## config.mk

```make
export PLATFORM = sky130hd
export DESIGN_NAME = ext_bus_sequencer
export DESIGN_NICKNAME = d
export VERILOG_FILES = /design/src/rtl/ebs_pkg.sv /design/src/rtl/ebs_phase_gen.sv /design/src/rtl/ebs_slot_sched.sv /design/src/rtl/ebs_pin_drive.sv /design/src/rtl/ext_bus_sequencer.sv
export SDC_FILE = /design/constraint.sdc
export NUM_CORES = 1
export LEC_CHECK = 0
export ABC_AREA = 1
export ABC_CLOCK_PERIOD_IN_PS = 3300
export BUFFER_PORTS_ARGS = -buffer_cell sky130_fd_sc_hd__buf_4
export CORE_UTILIZATION = 52
export DETAILED_ROUTE_END_ITERATION = 10
export PLACE_DENSITY_LB_ADDON = 0.12
export SLEW_MARGIN = 40
export SYNTH_ARGS = -nofsm -noshare
export SYNTH_HDL_FRONTEND = slang
export SYNTH_SLANG_ARGS = --single-unit
export TNS_END_PERCENT = 1
```

## constraint.sdc

```tcl
create_clock -name clk -period 3.3 [get_ports clk]
set_clock_uncertainty 0.2 [all_clocks]
set_input_delay 0.495 -clock clk [delete_from_list [all_inputs] [get_ports clk]]
set_output_delay 0.495 -clock clk [all_outputs]
set_load 0.01 [all_outputs]
```

## src/rtl/ebs_pkg.sv

```systemverilog
// Package: shared slot encoding for the external bus sequencer.
// Assumes one slot per half machine cycle.
package ebs_pkg;

    typedef enum logic [2:0] {
        SLOT_IDLE      = 3'd0,
        SLOT_CODE_INT  = 3'd1,
        SLOT_CODE_EXT  = 3'd2,
        SLOT_DATA_ADDR = 3'd3,
        SLOT_DATA_XFER = 3'd4
    } slot_kind_e;

    // True for both code slot kinds.
    function automatic logic is_code(input slot_kind_e k);
        return (k == SLOT_CODE_INT) || (k == SLOT_CODE_EXT);
    endfunction

    // True for both halves of a data transfer.
    function automatic logic is_data(input slot_kind_e k);
        return (k == SLOT_DATA_ADDR) || (k == SLOT_DATA_XFER);
    endfunction

endpackage

```

## src/rtl/ebs_phase_gen.sv

```systemverilog
// Phase generator: counts clocks in a machine cycle of CYCLE_LEN clocks and
// derives the sub-phase within the current half.
// Assumes CYCLE_LEN is even and each half has at least 4 clocks.
// Reset parks the counter on the last clock so the first clock after
// reset release is sub-phase 0 of a first half.
module ebs_phase_gen #(
    parameter int CYCLE_LEN = 12,
    localparam int HALF  = CYCLE_LEN / 2,
    localparam int PH_W  = $clog2(CYCLE_LEN),
    localparam int SUB_W = $clog2(HALF)
) (
    input  logic             clk,
    input  logic             rst_n,
    output logic [SUB_W-1:0] sub,
    output logic             second_half,
    output logic             last_sub,
    output logic             cap_sub
);
    localparam logic [PH_W-1:0]  PH_LAST  = PH_W'(CYCLE_LEN - 1);
    localparam logic [PH_W-1:0]  PH_HALF  = PH_W'(HALF);
    localparam logic [SUB_W-1:0] SUB_LAST = SUB_W'(HALF - 1);
    localparam logic [SUB_W-1:0] SUB_CAP  = SUB_W'(HALF - 2);

    logic [PH_W-1:0] ph;
    logic [PH_W-1:0] sub_full;

    // Free-running cycle counter, wraps after the last clock.
    always_ff @(posedge clk) begin
        if (!rst_n)
            ph <= PH_LAST;
        else if (ph == PH_LAST)
            ph <= '0;
        else
            ph <= ph + 1'b1;
    end

    // Fold the cycle position into half and sub-phase.
    always_comb begin
        second_half = (ph >= PH_HALF);
        sub_full    = second_half ? (ph - PH_HALF) : ph;
        sub         = sub_full[SUB_W-1:0];
        last_sub    = (sub == SUB_LAST);
        cap_sub     = (sub == SUB_CAP);
    end

endmodule

```

## src/rtl/ebs_slot_sched.sv

```systemverilog
// Slot scheduler: at the last clock of every half it picks the next slot
// and latches the request that the slot serves.
// Data accesses start only in a first half and take priority over fetches.
// A first data half is always followed by its transfer half.
// Assumes requests are held stable until acknowledged.
module ebs_slot_sched
    import ebs_pkg::*;
#(
    parameter int ADDR_W        = 16,
    parameter int DATA_W        = 8,
    parameter int INT_CODE_SIZE = 4096
) (
    input  logic              clk,
    input  logic              rst_n,
    input  logic              last_sub,
    input  logic              second_half,
    input  logic              ext_code_n,
    input  logic              fetch_req,
    input  logic [ADDR_W-1:0] fetch_addr,
    input  logic              data_req,
    input  logic              data_write,
    input  logic              data_wide,
    input  logic [ADDR_W-1:0] data_addr,
    input  logic [DATA_W-1:0] data_wbyte,
    output slot_kind_e        slot,
    output logic [ADDR_W-1:0] cur_addr,
    output logic              cur_we,
    output logic              cur_wide,
    output logic [DATA_W-1:0] cur_wdata
);
    localparam logic [ADDR_W:0] INT_LIMIT = (ADDR_W + 1)'(INT_CODE_SIZE);

    logic fetch_goes_ext;

    // External decision for the fetch currently requested.
    always_comb begin
        fetch_goes_ext = !ext_code_n || ({1'b0, fetch_addr} >= INT_LIMIT);
    end

    // Choose and latch the next slot at each half boundary.
    always_ff @(posedge clk) begin
        if (!rst_n) begin
            slot      <= SLOT_IDLE;
            cur_addr  <= '0;
            cur_we    <= 1'b0;
            cur_wide  <= 1'b0;
            cur_wdata <= '0;
        end else if (last_sub) begin
            if (slot == SLOT_DATA_ADDR) begin
                slot <= SLOT_DATA_XFER;
            end else if (second_half && data_req) begin
                slot      <= SLOT_DATA_ADDR;
                cur_addr  <= data_addr;
                cur_we    <= data_write;
                cur_wide  <= data_wide;
                cur_wdata <= data_wbyte;
            end else if (fetch_req) begin
                slot      <= fetch_goes_ext ? SLOT_CODE_EXT : SLOT_CODE_INT;
                cur_addr  <= fetch_addr;
                cur_we    <= 1'b0;
                cur_wide  <= 1'b1;
            end else begin
                slot <= SLOT_IDLE;
            end
        end
    end

endmodule

```

## src/rtl/ebs_pin_drive.sv

```systemverilog
// Pin driver: decodes the strobes and port values from the current slot and
// sub-phase, and captures returned bytes at the strobe's rising edge.
// Assumes ALE_LEN + 2 <= HALF. The outputs are decoded from registers only.
module ebs_pin_drive
    import ebs_pkg::*;
#(
    parameter int ADDR_W  = 16,
    parameter int DATA_W  = 8,
    parameter int HALF    = 6,
    parameter int ALE_LEN = 2,
    localparam int SUB_W  = $clog2(HALF),
    localparam int HI_W   = ADDR_W - DATA_W
) (
    input  logic              clk,
    input  logic              rst_n,
    input  slot_kind_e        slot,
    input  logic [SUB_W-1:0]  sub,
    input  logic              last_sub,
    input  logic              cap_sub,
    input  logic [ADDR_W-1:0] cur_addr,
    input  logic              cur_we,
    input  logic              cur_wide,
    input  logic [DATA_W-1:0] cur_wdata,
    input  logic [HI_W-1:0]   hi_port_reg,
    input  logic [DATA_W-1:0] lo_in,
    output logic              ale,
    output logic              psen_n,
    output logic              rd_n,
    output logic              wr_n,
    output logic [DATA_W-1:0] lo_out,
    output logic              lo_oe,
    output logic [HI_W-1:0]   hi_out,
    output logic              hi_strong,
    output logic              fetch_ack,
    output logic              fetch_done,
    output logic              fetch_external,
    output logic              data_ack,
    output logic              data_done,
    output logic [DATA_W-1:0] code_byte,
    output logic [DATA_W-1:0] data_rbyte
);
    localparam logic [SUB_W-1:0] SUB_ALE_END = SUB_W'(ALE_LEN);
    localparam logic [SUB_W-1:0] SUB_STB_ON  = SUB_W'(1);
    localparam logic [SUB_W-1:0] SUB_CAP     = SUB_W'(HALF - 2);

    logic addr_phase;
    logic strobe_win;
    logic bus_addr_slot;
    logic hi_from_addr;

    // Sub-phase windows shared by several outputs.
    always_comb begin
        addr_phase    = (sub < SUB_ALE_END);
        strobe_win    = (sub >= SUB_STB_ON) && (sub <= SUB_CAP);
        bus_addr_slot = (slot == SLOT_CODE_EXT) || (slot == SLOT_DATA_ADDR);
        hi_from_addr  = (slot == SLOT_CODE_EXT) || (is_data(slot) && cur_wide);
    end

    // Strobe decode; the transfer half has no address strobe.
    always_comb begin
        ale    = addr_phase && (slot != SLOT_DATA_XFER);
        psen_n = !((slot == SLOT_CODE_EXT) && !addr_phase && (sub <= SUB_CAP));
        rd_n   = !((slot == SLOT_DATA_XFER) && !cur_we && strobe_win);
        wr_n   = !((slot == SLOT_DATA_XFER) && cur_we && strobe_win);
    end

    // Low port: address, then write data, else released and idling high.
    always_comb begin
        lo_out = '1;
        lo_oe  = 1'b0;
        if (bus_addr_slot && addr_phase) begin
            lo_out = cur_addr[DATA_W-1:0];
            lo_oe  = 1'b1;
        end else if (is_data(slot) && cur_we) begin
            lo_out = cur_wdata;
            lo_oe  = 1'b1;
        end
    end

    // High port: upper address with strong drive, or the port register.
    always_comb begin
        hi_out    = hi_from_addr ? cur_addr[ADDR_W-1:DATA_W] : hi_port_reg;
        hi_strong = hi_from_addr;
    end

    // Handshake pulses toward the core.
    always_comb begin
        fetch_ack      = is_code(slot) && (sub == '0);
        data_ack       = (slot == SLOT_DATA_ADDR) && (sub == '0);
        fetch_done     = is_code(slot) && last_sub;
        data_done      = (slot == SLOT_DATA_XFER) && last_sub;
        fetch_external = (slot == SLOT_CODE_EXT);
    end

    // Capture the returned byte on the edge where the read strobe rises.
    always_ff @(posedge clk) begin
        if (!rst_n) begin
            code_byte  <= '0;
            data_rbyte <= '0;
        end else if (cap_sub) begin
            if (slot == SLOT_CODE_EXT)
                code_byte <= lo_in;
            if ((slot == SLOT_DATA_XFER) && !cur_we)
                data_rbyte <= lo_in;
        end
    end

endmodule

```

## src/rtl/ext_bus_sequencer.sv

```systemverilog
// Top: multiplexed external bus sequencer. It ties the phase generator,
// the slot scheduler and the pin driver together.
// Assumes the core holds each request level until its acknowledge.
module ext_bus_sequencer
    import ebs_pkg::*;
#(
    parameter int ADDR_W        = 16,
    parameter int DATA_W        = 8,
    parameter int CYCLE_LEN     = 12,
    parameter int ALE_LEN       = 2,
    parameter int INT_CODE_SIZE = 4096
) (
    input  logic                 clk,
    input  logic                 rst_n,
    input  logic                 ext_code_n,
    input  logic [ADDR_W-DATA_W-1:0] hi_port_reg,
    input  logic                 fetch_req,
    input  logic [ADDR_W-1:0]    fetch_addr,
    output logic                 fetch_ack,
    output logic                 fetch_done,
    output logic                 fetch_external,
    output logic [DATA_W-1:0]    code_byte,
    input  logic                 data_req,
    input  logic                 data_write,
    input  logic                 data_wide,
    input  logic [ADDR_W-1:0]    data_addr,
    input  logic [DATA_W-1:0]    data_wbyte,
    output logic                 data_ack,
    output logic                 data_done,
    output logic [DATA_W-1:0]    data_rbyte,
    output logic                 ale,
    output logic                 psen_n,
    output logic                 rd_n,
    output logic                 wr_n,
    output logic [DATA_W-1:0]    lo_out,
    output logic                 lo_oe,
    input  logic [DATA_W-1:0]    lo_in,
    output logic [ADDR_W-DATA_W-1:0] hi_out,
    output logic                 hi_strong
);
    localparam int HALF  = CYCLE_LEN / 2;
    localparam int SUB_W = $clog2(HALF);

    logic [SUB_W-1:0]  sub;
    logic              second_half;
    logic              last_sub;
    logic              cap_sub;
    slot_kind_e        slot;
    logic [ADDR_W-1:0] cur_addr;
    logic              cur_we;
    logic              cur_wide;
    logic [DATA_W-1:0] cur_wdata;

    ebs_phase_gen #(.CYCLE_LEN(CYCLE_LEN)) u_phase (
        .clk         (clk),
        .rst_n       (rst_n),
        .sub         (sub),
        .second_half (second_half),
        .last_sub    (last_sub),
        .cap_sub     (cap_sub)
    );

    ebs_slot_sched #(
        .ADDR_W        (ADDR_W),
        .DATA_W        (DATA_W),
        .INT_CODE_SIZE (INT_CODE_SIZE)
    ) u_sched (
        .clk         (clk),
        .rst_n       (rst_n),
        .last_sub    (last_sub),
        .second_half (second_half),
        .ext_code_n  (ext_code_n),
        .fetch_req   (fetch_req),
        .fetch_addr  (fetch_addr),
        .data_req    (data_req),
        .data_write  (data_write),
        .data_wide   (data_wide),
        .data_addr   (data_addr),
        .data_wbyte  (data_wbyte),
        .slot        (slot),
        .cur_addr    (cur_addr),
        .cur_we      (cur_we),
        .cur_wide    (cur_wide),
        .cur_wdata   (cur_wdata)
    );

    ebs_pin_drive #(
        .ADDR_W  (ADDR_W),
        .DATA_W  (DATA_W),
        .HALF    (HALF),
        .ALE_LEN (ALE_LEN)
    ) u_pins (
        .clk            (clk),
        .rst_n          (rst_n),
        .slot           (slot),
        .sub            (sub),
        .last_sub       (last_sub),
        .cap_sub        (cap_sub),
        .cur_addr       (cur_addr),
        .cur_we         (cur_we),
        .cur_wide       (cur_wide),
        .cur_wdata      (cur_wdata),
        .hi_port_reg    (hi_port_reg),
        .lo_in          (lo_in),
        .ale            (ale),
        .psen_n         (psen_n),
        .rd_n           (rd_n),
        .wr_n           (wr_n),
        .lo_out         (lo_out),
        .lo_oe          (lo_oe),
        .hi_out         (hi_out),
        .hi_strong      (hi_strong),
        .fetch_ack      (fetch_ack),
        .fetch_done     (fetch_done),
        .fetch_external (fetch_external),
        .data_ack       (data_ack),
        .data_done      (data_done),
        .code_byte      (code_byte),
        .data_rbyte     (data_rbyte)
    );

endmodule

```

Word level (Yosys, flattened, before mapping). Cells that the tools add are included.

Register bits: 49. Input port bits: 63.

Add/sub/neg operators: 2. Order comparisons: 5. Eq/ne operators: 8. Mux-type cells: 17. Bitwise logic cells: 2. Reductions and logical operators: 34.

Operators by type and width (number): 2-to-1 mux 16 bit (2); 2-to-1 mux 8 bit (3); greater-or-equal comparator 16 x 13 -> 1 bit (second input constant) (1); logical AND 1 bit (16); 2-to-1 mux 3 bit (4); equality test 3 bit (second input constant) (3); equality test 3 x 2 -> 1 bit (second input constant) (2); logical NOT 1 bit (6); 2-to-1 mux 1 bit (6); AND reduction 3 bit (2); logical OR 1 bit (5); adder 4 x 1 -> 4 bit (second input constant) (1); equality test 4 bit (second input constant) (1); greater-or-equal comparator 4 x 3 -> 1 bit (second input constant) (1); 2-to-1 mux 4 bit (1); AND reduction 2 bit (2); equality test 3 x 1 -> 1 bit (second input constant) (1); greater-or-equal comparator 3 x 1 -> 1 bit (second input constant) (1); less-or-equal comparator 3 bit (second input constant) (1); logical NOT 3 bit (1); < comparator 3 x 2 -> 1 bit (second input constant) (1); inequality test 3 bit (second input constant) (1); subtractor 3 bit (second input constant) (1); 2-to-1 mux 2 bit (1); other kinds (3) (4).

Longest topological paths before layout. Gate-level depths: netlist of run 1.

Depth after elaboration: 7. Mapped depth: 10.

Cells and area by module. Synthesis of run 1 repeated with hierarchy kept, for this count alone.

Cell total of the unflattened synthesis: 429. Area total of the unflattened synthesis: 2762.6 µm².

By module, submodules not included: ebs_slot_sched (instances 1, cells an instance 192, area each 1310.0 µm², seq. area each 580.6 µm²); ebs_pin_drive (instances 1, cells an instance 198, area each 1174.9 µm², seq. area each 320.3 µm²); ebs_phase_gen (instances 1, cells an instance 39, area each 277.8 µm², seq. area each 80.1 µm²).

Worst setup path after synthesis of run 1. OpenSTA, ideal clock, no wires.

Kind: reg-to-output. Start: register u_phase.ph[1]. End: output port lo_out[1]. Arrival: 1536 ps. Required time: 2605 ps. Slack: 1069 ps. Cell stages (with the launch flop): 10. Path through: dfxtp_1 > ha_1 > nand2_2 > nand3_4 > nand2_1 > nand2_4 > nor2_4 > nand2_2 > buf_4 > a21oi_1.

Word-level cells in the longest chain between the ends: 5. Elaborated cells between the ends (all ways): 6.

RTL lines: from (decl) (line ebs_phase_gen.sv:24) `logic [PH_W-1:0] ph;`; from (signal assigned) (line ebs_phase_gen.sv:34) `ph <= ph + 1'b1;`; greater-or-equal comparator 4 x 3 -> 1 bit or subtractor 3 bit (tied branches) (line ebs_phase_gen.sv:39, ebs_phase_gen.sv:40); 2-to-1 mux 3 bit (*) (line ebs_phase_gen.sv:40) `sub_full = second_half ? (ph - PH_HALF) : ph;`; < comparator 3 x 2 -> 1 bit (*) (line ebs_pin_drive.sv:53) `addr_phase = (sub < SUB_ALE_END);`; logical AND 1 bit (*) (line ebs_pin_drive.sv:71) `if (bus_addr_slot && addr_phase) begin`; 2-to-1 mux 8 bit (*) (line ebs_pin_drive.sv:71); to (decl) (line ext_bus_sequencer.sv:35) `output logic [DATA_W-1:0] lo_out,`.

Mark *: on every way between the ends. The rest lies on a longest branch, timed or not.

Worst setup path after layout of run 1.
Start: register u_sched.slot[2]. End: output port hi_out[0].

Word-level cells in the longest chain between the ends: 5. Elaborated cells between the ends (all ways): 7.

RTL lines: from (decl) (line ebs_slot_sched.sv:25) `output slot_kind_e slot,`; from (signal assigned) (line ebs_slot_sched.sv:58) `slot <= fetch_goes_ext ? SLOT_CODE_EXT : SLOT_CODE_INT;`; equality test 3 x 2 -> 1 bit or equality test 3 bit (tied branches) (line ebs_pkg.sv:20) `return (k == SLOT_DATA_ADDR) || (k == SLOT_DATA_XFER);`; logical OR 1 bit (line ebs_pkg.sv:20); logical AND 1 bit (line ebs_pin_drive.sv:56) `hi_from_addr = (slot == SLOT_CODE_EXT) || (is_data(slot) && cur_wide);`; logical OR 1 bit (*) (line ebs_pin_drive.sv:56); 2-to-1 mux 8 bit (*) (line ebs_pin_drive.sv:82) `hi_out = hi_from_addr ? cur_addr[ADDR_W-1:DATA_W] : hi_port_reg;`; to (decl) (line ext_bus_sequencer.sv:38) `output logic [ADDR_W-DATA_W-1:0] hi_out,`.

Marks and branches as above.

==> run_results.csv, run 1 <==
group,metric,value,unit
status,status,"finished, final reports clean",
timing,fmax,349,MHz
clock_tree,cts-resized-gates,0,
timing,fin_worst_hold_slack,247,ps
synthesis,synthCells,412,
finish,final_cell_area,0.00355,mm²
pwr,p_int,1.27,mW
timing,slew_headroom,51.9,%
synthesis,yosysWarningCount,0,
placement,gp_congestion,0.874,
pwr,p_clk_share,20.5,%
synthesis,synth.area.top_cells,"dfxtp_1 (37%), nand2_1 (17%), nor2_1 (9.2%)",
placement,dpl-instance-area,0.00344,mm²
die,rows,25,
synthesis,yosysSeqAreaShare,36.9,%
finish,drive_above_1_share,26.5,%
finish,antennaDiodeCount,0,
critical_path,crit_required,2600,ps
critical_path,crit_path_cell_trace,"nor2_1, inv_1, nand2_1, nand2_1, nand2_1, nand2_1, nand2_1, buf_4",
pwr,p_comb_share,43.8,%
critical_path,regToRegSetupSlack,1040,ps
die,die_area,0.00540,mm²
pwr,vdd_drop_max,440,µV
grt,overflow,0,
critical_path,cpMostUsedCell,"nand2_1",
clock_tree,cts_buffer_depth,2,
pwr,p_seq_share,35.7,%
synthesis,synth_area,0.00266,mm²
route,via_per_inst,4.97,
clock_tree,clk_latency,310,ps
route,routed_wl,6870,µm
pwr,leakagePower,1.78,nW
critical_path,cp.arrival,2170,ps
critical_path,crit_type,"flip-flop to output pin",
finish,final_cells,577,
synthesis,synth_top_area_share,36.9,%
synthesis,syn_nets,477,
finish,fin_nets,574,
synthesis,synth_area_leader_cell,"dfxtp_1",
placement,port_buffers,105,
pwr,p_sw,821,µW
critical_path,path_delay_family,"simple AND/OR/NAND/NOR gates",
clock_tree,htreeDepth,2,
grt,grt_pass1_wl,11100,µm
route,wl_per_cell,11.9,µm
die,core,0.00482,mm²
finish,areaGrowthSynthToFinish,33.8,%
timing,setup_tns,0,ps
timing,worstMarginPinSlew,720,ps
critical_path,critPathSlowestCell,"dfxtp_1",
pwr,pwr_density_cell,590,mW/mm²
critical_path,start_kind,"flip-flop",
pwr,power.switching_fraction,39.2,%
die,die_x,73.5,µm
flow_run,drv_cap,0,
critical_path,critPathMaxFanout,12,
grt,track_usage,26.7,%
route,first_iter_violations,169,
placement,hpwl,5040,µm
pwr,power.total,2.10,mW
grt,grt_max_degree,33,
timing,min_period,2870,ps
hold_path,worstHoldPathType,"input port to flip-flop",
timing,hold_violations,0,
route,drc,0,
die,die_h,73.5,µm
synthesis,ys_seq_elements,49,
synthesis,avgSynthCellArea,6.44,µm²
critical_path,cp_slowest_stage_delay,390,ps
die,start_util,55.1,%
placement,dp.cells,569,
critical_path,end_kind,"output pin",
clock_tree,clock-sinks,49,
clock_tree,cts_hold_buf,0,
timing,setup_viol,0,
grt,antenna_found_initial,0,
clock_tree,cts.reportedPaths.clkPinSlew,90,ps
route,drtPass1Iterations,4,
grt,grt_pass1_vias,2533,
synthesis,yosysUniqueCellTypes,28,
route,vias,2865,
die,io_pins,106,
timing,fin_crit_sh,86.8,%
timing,report.final.slew_viol_count,0,
clock_tree,postCtsSetupRepairBufs,0,
clock_tree,cts_buffers,5,
timing,rsz0062_at_grt,"no",
clock_tree,clockRootBuffer,"clkbuf_8",
critical_path,crit_buf_inv,2,
route,ant_nets,0,
clock_tree,cts_tree,"yes",
[metal layers]
layer  vias to the layer above  share of wire (%)  global-route usage (%)
met5                         -                  0                       0
met4                         0                1.6                    11.1
met3                        10                5.9                    4.39
met2                       101                 50                    46.8
met1                      1267                 42                    32.4
li1                       1487                  -                       -
[tightest hold or removal path: stages]
cell     delay [ps]
buf_4            80
o21ai_0          70
nor2_1           80
[final timing paths]
path | startpoint | end | depth (start not counted)
worst min-delay path | lo_in[3] | u_pins.data_rbyte[3] | 3
worst max-delay path | u_sched.slot[2] | hi_out[0] | 8
worst max register to register | u_phase.ph[1] | u_sched.cur_wide | 10
worst min register to register | u_sched.cur_addr[0] | u_sched.cur_addr[0] | 2
[cell usage after synthesis, drive strengths merged]
library cell	number
nor3	2
ha	2
dfxtp	49
xnor2	1
or2	2
a21oi	29
inv	47
and2	1
clkbuf	6
nand3	40
nor2	67
nand3b	1
nand4	9
buf	11
o211ai	1
o21ai	22
nand2	122
[power by group through the flow]
stage | registers (mW) | logic [mW] | clock network [mW]
2_1_floorplan | 0.754 | 0.648 | 0
3_3_place_gp | 0.758 | 0.882 | 0
3_5_place_dp | 0.760 | 0.908 | 0
4_1_cts | 0.748 | 0.918 | 0.436
5_1_grt | 0.762 | 1.01 | 0.464
6_report | 0.748 | 0.918 | 0.429
[registers in the layout, indices dropped and copies added, names as in the netlist]
| signal | flops |
|---|---|
| u_pins.data_rbyte | 8 |
| u_sched.cur_addr | 16 |
| u_sched.cur_we | 1 |
| u_sched.slot | 3 |
| u_sched.cur_wide | 1 |
| u_pins.code_byte | 8 |
| u_phase.ph | 4 |
| u_sched.cur_wdata | 8 |
[cells by family (layout without fill, tap and decap cells)]
family                     after synthesis  count (layout)  synth area share (%)
AOI/OAI and AO/OA                       52              52                  9.90
buffers and inverters                   64             162                  10.6
adders and majority gates                2               2                 0.942
xor gates and xnor gates                 1               1                 0.330
and+or+nand+nor                        244             244                  41.3
DFF                                     49              49                  36.9
[through the flow]
step                utilization, %  setup slack, ps
floorplan                        -             1070
global placement              71.4              883
detailed placement            71.4              849
CTS                           73.7              448
global route                  73.7              252
finish                        73.7              434
[layout make-up]
| class | instances | area [µm²] |
|---|---|---|
| Clock inverter | 2 | 38.8 |
| Inverter | 47 | 176 |
| Multi-Input combinational cell | 299 | 1400 |
| Fill cell | 439 | 1260 |
| Tap cell | 67 | 83.8 |
| Clock buffer | 6 | 72.6 |
| Timing Repair Buffer | 107 | 803 |
| Sequential cell | 49 | 981 |
[layout by cell type, fill, tap and decap left out, types with 2 or more instances in the layout]
cell	netlist	layout
nand3_2	3	3
nand3_1	35	35
nor3_1	2	2
nand2_4	3	3
a21oi_1	29	28
inv_1	42	42
buf_4	4	107
ha_1	2	2
clkbuf_8	0	5
nand2_1	117	117
inv_2	5	5
o21ai_0	21	21
nand4_1	9	9
or2_2	2	2
nand3_4	2	2
dfxtp_1	49	49
nand2_2	2	2
nor2_1	65	65
(Power assumes the default switching activity.)
==> inputs of run 2 (changes only) <==
Settings changed: CORE_UTILIZATION 52 to 50.
==> run 2 against run 1 <==
Against the previous run: cell area decreased by 0.11%; combinational power fell by 1%; sequential power hardly changed; cell count up 0.35%; flip-flop and latch count is the same; wire length down 3.0%; maximum frequency is 3.0% higher; hold slack gained 5.5 ps; count of clock-buffer cells in the layout decreased by 1; register-to-register slack hardly changed; first-iteration DRC count is 43% lower; largest cell class unchanged; highest routed layer unchanged.
==> run_results.csv, run 2 (synthesis gave the netlist of run 1 again) <==
group,metric,value,unit
route,routed_wl,6660,µm
timing,setup_viol,0,
timing,worstMarginPinSlew,669,ps
critical_path,crit_required,2600,ps
critical_path,cpMostUsedCell,"nand2_1",
grt,track_usage,23.5,%
critical_path,cp.arrival,2090,ps
hold_path,worstHoldPathType,"input port to flip-flop",
grt,grt_max_degree,33,
grt,grt_pass1_vias,2373,
clock_tree,cts_tree,"yes",
die,io_pins,106,
placement,port_buffers,105,
finish,drive_above_1_share,26.5,%
finish,fin_nets,574,
route,vias,2830,
critical_path,cp_slowest_stage_delay,330,ps
finish,largest_reg_flops,16,
die,rows,26,
critical_path,timing.rr.start,"u_phase.ph[1]",
route,via_per_inst,4.89,
grt,antenna_found_initial,0,
flow_run,drv_cap,0,
finish,final_common_cell,"nand2_1",
route,wl_per_cell,11.5,µm
grt,grt_pass1_wl,10100,µm
finish,num-fill-cells,482,
critical_path,critPathLaunch,"u_sched.slot[1]",
pwr,vdd_drop_max,546,µV
route,drc,0,
critical_path,ff2ff_path_depth,8,
timing,fin_crit_sh,84.4,%
timing,rsz0062_at_grt,"no",
placement,hpwl,4950,µm
status,status,"finished, final reports clean",
hold_path,min_path_cells,3,
die,die_area,0.00561,mm²
clock_tree,clk_latency,300,ps
finish,top_register,"u_sched.cur_addr",
clock_tree,cts.reportedPaths.clkPinSlew,90,ps
timing,setup_tns,0,ps
finish,layout_common_cells,"nand2_1 (117), buf_4 (107), nor2_1 (65)",
critical_path,end_kind,"output pin",
finish,antennaDiodeCount,0,
clock_tree,cts_buffers,5,
timing,slew_headroom,55.3,%
finish,areaGrowthSynthToFinish,33.6,%
clock_tree,cts-resized-gates,0,
clock_tree,cts_buffer_depth,2,
route,ant_nets,0,
clock_tree,htreeDepth,2,
die,die_h,74.9,µm
clock_tree,clock-sinks,49,
die,start_util,52.0,%
critical_path,crit_path_cell_trace,"nand2_1, nor2_1, inv_1, nand2_1, nand2_1, nand2_1, nand2_1, nand2_1, buf_4",
critical_path,start_kind,"flip-flop",
pwr,power.total,2.07,mW
clock_tree,postCtsSetupRepairBufs,0,
hold_path,hold_path.startpoint,"lo_in[3]",
timing,min_period,2780,ps
pwr,pwr_density_cell,583,mW/mm²
grt,overflow,0,
route,drtPass1Iterations,4,
critical_path,critPathMaxFanout,12,
placement,gp_congestion,0.828,
clock_tree,clockRootBuffer,"clkbuf_8",
timing,fmax,359,MHz
route,first_iter_violations,97,
critical_path,critPathSlowestCell,"dfxtp_1",
die,die_x,74.9,µm
pwr,leakagePower,1.78,nW
timing,hold_violations,0,
timing,report.final.slew_viol_count,0,
critical_path,crit_type,"flip-flop to output pin",
clock_tree,cts_hold_buf,0,
die,core,0.00511,mm²
[run 2: changes by cell type in the layout (fill, tap and decap cells not counted)]
cell      before  now
clkbuf_1       1    0
clkinv_2       0    1
clkinv_4       1    0
[run 2: layer usage]
layer | share of wire [%] | vias up | GRT usage (%)
li1 | - | 1486 | -
met1 | 46 | 1257 | 28.7
met2 | 48 | 80 | 41.3
met3 | 4.7 | 7 | 4.02
met4 | 1.2 | 0 | 8.60
met5 | 0 | - | 0
[run 2: worst paths after layout]
path / end / slack, ps
hold reg to reg: u_sched.cur_addr[6] / 270
hold / removal: u_pins.data_rbyte[3] / 250
setup reg to reg: u_sched.cur_addr[11] / 1040
setup / recovery: hi_out[2] / 520
[run 2: metrics by stage]
step | hold WS [ps] | area, µm² | cells | util, % | setup WS, ps
after floorplan | 239 | 2660 | 412 | - | 1070
after global placement | 250 | 3440 | 572 | 67.4 | 892
after CTS | 247 | 3550 | 579 | 69.5 | 487
after detailed placement | 257 | 3440 | 572 | 67.4 | 839
final | 252 | 3550 | 579 | 69.5 | 516
after global routing | 260 | 3550 | 579 | 69.5 | 252
[run 2: layout make-up]
cell class | count | area (µm²) | share of cell area (%)
clock buffers | 5 | 68.8 | 1.94
clock inverters | 2 | 35.0 | 0.987
inverters | 47 | 176 | 4.97
multi-input cells | 299 | 1400 | 39.4
flip-flops and latches | 49 | 981 | 27.6
well taps | 70 | 87.6 | 2.47
repair buffers | 107 | 803 | 22.6
[run 2: worst max-delay path: cells and delay by family, from the launching register on]
kind                   cells  cell delay [ps]
buffers and inverters      2              470
DFF                        1              330
and+or+nand+nor            7              990
[run 2: power breakdown]
group	switching, mW	internal [mW]	total, mW
Sequential	0.0623	0.687	0.749
Clock	0.194	0.220	0.414
Combinational	0.547	0.359	0.907
Total	0.803	1.27	2.07
==> inputs of run 3 (changes only) <==
Settings changed: ABC_AREA 1 to 0, ABC_CLOCK_PERIOD_IN_PS 3300 to 2300, CORE_UTILIZATION 50 to 43.
Clock period 3.3 ns to 2.3 ns, I/O delays scaled along.
==> run 3 against run 2 <==
Against the previous run: the run now ends with negative setup slack left; global-route usage shrank 2.5 points; cell count is 18% lower; first-iteration DRC count shrank 10%; sequential power rose by 36%; critical path depth down 1; core utilization decreased by 3.1 points; critical path type unchanged; largest cell class unchanged.
==> run_results.csv, run 3 <==
group,metric,value,unit
finish,layout_common_cells,"buf_4 (122), dfxtp_1 (43), nand2_1 (41)",
route,ant_nets,0,
hold_path,worstHoldPathType,"input port to flip-flop",
placement,gp_congestion,0.794,
clock_tree,cts_buffers,5,
grt,grt_pass1_vias,2271,
critical_path,crit_required,1750,ps
finish,fin_nets,464,
synthesis,avgSynthCellArea,8.95,µm²
status,violations,"negative setup slack",
critical_path,timing.rr.start,"u_phase.ph[2]",
timing,fin_worst_hold_slack,93.2,ps
timing,rsz0062_at_grt,"yes",
synthesis,syn_nets,347,
placement,port_buffers,105,
finish,top_register,"u_sched.cur_addr",
clock_tree,cts.reportedPaths.clkPinSlew,90,ps
die,rows,27,
synthesis,yosysWarningCount,0,
timing,setup_viol,15,
synthesis,synth_edf_count,0,
status,status,"finished, violations left",
finish,num-fill-cells,476,
timing,worstMarginPinSlew,628,ps
route,vias,2386,
finish,drive_above_1_share,42.0,%
synthesis,synth.most_common_cell,"dfxtp_1",
finish,antennaDiodeCount,0,
timing,finalWorstSetupSlack,-322,ps
clock_tree,cts_buffer_depth,2,
placement,hpwl,4620,µm
synthesis,synth_top_area_share,38.9,%
clock_tree,htreeDepth,2,
pwr,leakagePower,1.66,nW
timing,slew_headroom,58.1,%
route,first_iter_violations,87,
synthesis,synth_area,0.00252,mm²
timing,fin_crit_sh,114,%
clock_tree,clock-sinks,49,
synthesis,yosysSeqAreaShare,38.9,%
synthesis,synthArstFlopShare,0,%
critical_path,critPathLaunch,"u_phase.ph[2]",
clock_tree,cts_tree,"yes",
critical_path,cp.arrival,2080,ps
die,start_util,45.3,%
critical_path,end_kind,"output pin",
critical_path,start_kind,"flip-flop",
route,via_per_inst,5.06,
synthesis,synthCells,282,
grt,overflow,0,
critical_path,critPathSlowestCell,"dfxtp_2",
clock_tree,cts_hold_buf,0,
finish,areaGrowthSynthToFinish,46.7,%
pwr,pwr_density_cell,664,mW/mm²
die,core,0.00557,mm²
grt,track_usage,21.0,%
timing,report.final.slew_viol_count,0,
die,die_area,0.00618,mm²
synthesis,synth.area.top_cells,"dfxtp_1 (39%), mux2i_1 (11%), nor2b_1 (7.2%)",
synthesis,yosysUniqueCellTypes,41,
finish,fin_util,66.4,%
critical_path,path_delay_family,"flip-flops",
finish,final_common_cell,"buf_4",
synthesis,synth_area_leader_cell,"dfxtp_1",
die,io_pins,106,
pwr,power.total,2.46,mW
placement,place_ws,-69.1,ps
route,routed_wl,6240,µm
die,die_x,78.6,µm
timing,fmax,381,MHz
clock_tree,clockRootBuffer,"clkbuf_8",
finish,largest_reg_flops,16,
route,wl_per_cell,13.2,µm
synthesis,ys_seq_elements,49,
flow_run,drv_cap,0,
critical_path,crit_buf_inv,2,
timing,min_period,2620,ps
route,drtPass1Iterations,4,
synthesis,synthTopCellsByCount,"dfxtp_1 (49), nand2_1 (42), nor2b_1 (29)",
clock_tree,clk_latency,310,ps
pwr,vdd_drop_max,315,µV
die,die_h,78.6,µm
critical_path,crit_type,"flip-flop to output pin",
route,drc,0,
synthesis,ys.flop_type,"dfxtp_1",
timing,hold_violations,0,
critical_path,critPathMaxFanout,8,
critical_path,cp_slowest_stage_delay,350,ps
grt,grt_pass1_wl,10300,µm
hold_path,hold_path.startpoint,"fetch_addr[11]",
grt,antenna_found_initial,0,
grt,grt_max_degree,50,
critical_path,crit_path_cell_trace,"ha_4, nor2b_4, nor3_2, mux2i_2, buf_4, a211o_1, o21a_1, buf_6",
-- run 3: metrics by stage --
| stage | TNS [ps] | cell area (µm²) | cells |
|---|---|---|---|
| finish | -3460 | 3700 | 472 |
| global placement | -330 | 3510 | 463 |
| CTS | -3860 | 3630 | 471 |
| detailed placement | -530 | 3510 | 463 |
| floorplan | 0 | 2530 | 282 |
| global route | -5230 | 3700 | 472 |
-- run 3: repair_timing --
action	in CTS	in global routing
resized for setup	11	13
buffers inserted	0	1
setup endpoints to repair	23	25
pin swaps	1	9
-- run 3: path summary, 6_finish.rpt --
path | endpoint | slack, ps | depth (start not counted)
worst min register to register | u_sched.cur_addr[14] | 330 | 2
worst min-delay path | u_sched.cur_addr[11] | 90 | 3
worst max register to register | u_sched.cur_addr[13] | 180 | 9
worst max-delay path | lo_out[0] | -320 | 8
-- run 3: cells by family (layout without fill, tap and decap cells) --
logic type / Yosys count / after routing / synth area share [%]
fa+ha+maj: 2 / 2 / 0.991
buf+inv: 21 / 139 / 4.31
compound gates: 68 / 68 / 19.2
xor+xnor: 1 / 1 / 0.347
flops: 49 / 49 / 38.9
simple gates: 106 / 106 / 22.0
mux: 35 / 35 / 14.3
-- run 3: worst min-delay path: cells and delay by family --
family / cells / cell delay (ps)
compound gates: 1 / 60
buf+inv: 1 / 110
simple gates: 1 / 40
-- run 3: power by group --
part	internal [mW]	total (mW)	leakage, nW	switching [mW]
logic	0.467	0.903	1.22	0.436
registers	0.950	1.02	0.402	0.0706
clock network	0.221	0.535	0.0423	0.313
-- run 3: routing by layer --
| metal | vias to the layer above | routed length (µm) | track usage, % |
|---|---|---|---|
| li1 | 1221 | - | - |
| met1 | 1082 | 2820 | 25.5 |
| met3 | 6 | 451 | 6.28 |
| met4 | 0 | 57 | 5.00 |
| met5 | - | 0 | 0 |
| met2 | 77 | 2920 | 35.9 |
-- run 3: final cells by class --
| cell class | instances | area (µm²) | area share (%) |
|---|---|---|---|
| Multi-Input combinational cell | 212 | 1510 | 40.9 |
| Tap cell | 72 | 90.1 | 2.43 |
| Sequential cell | 49 | 996 | 26.9 |
| Clock buffer | 5 | 68.8 | 1.86 |
| Clock inverter | 3 | 26.3 | 0.710 |
| Inverter | 5 | 18.8 | 0.507 |
| Timing Repair Buffer | 126 | 987 | 26.7 |
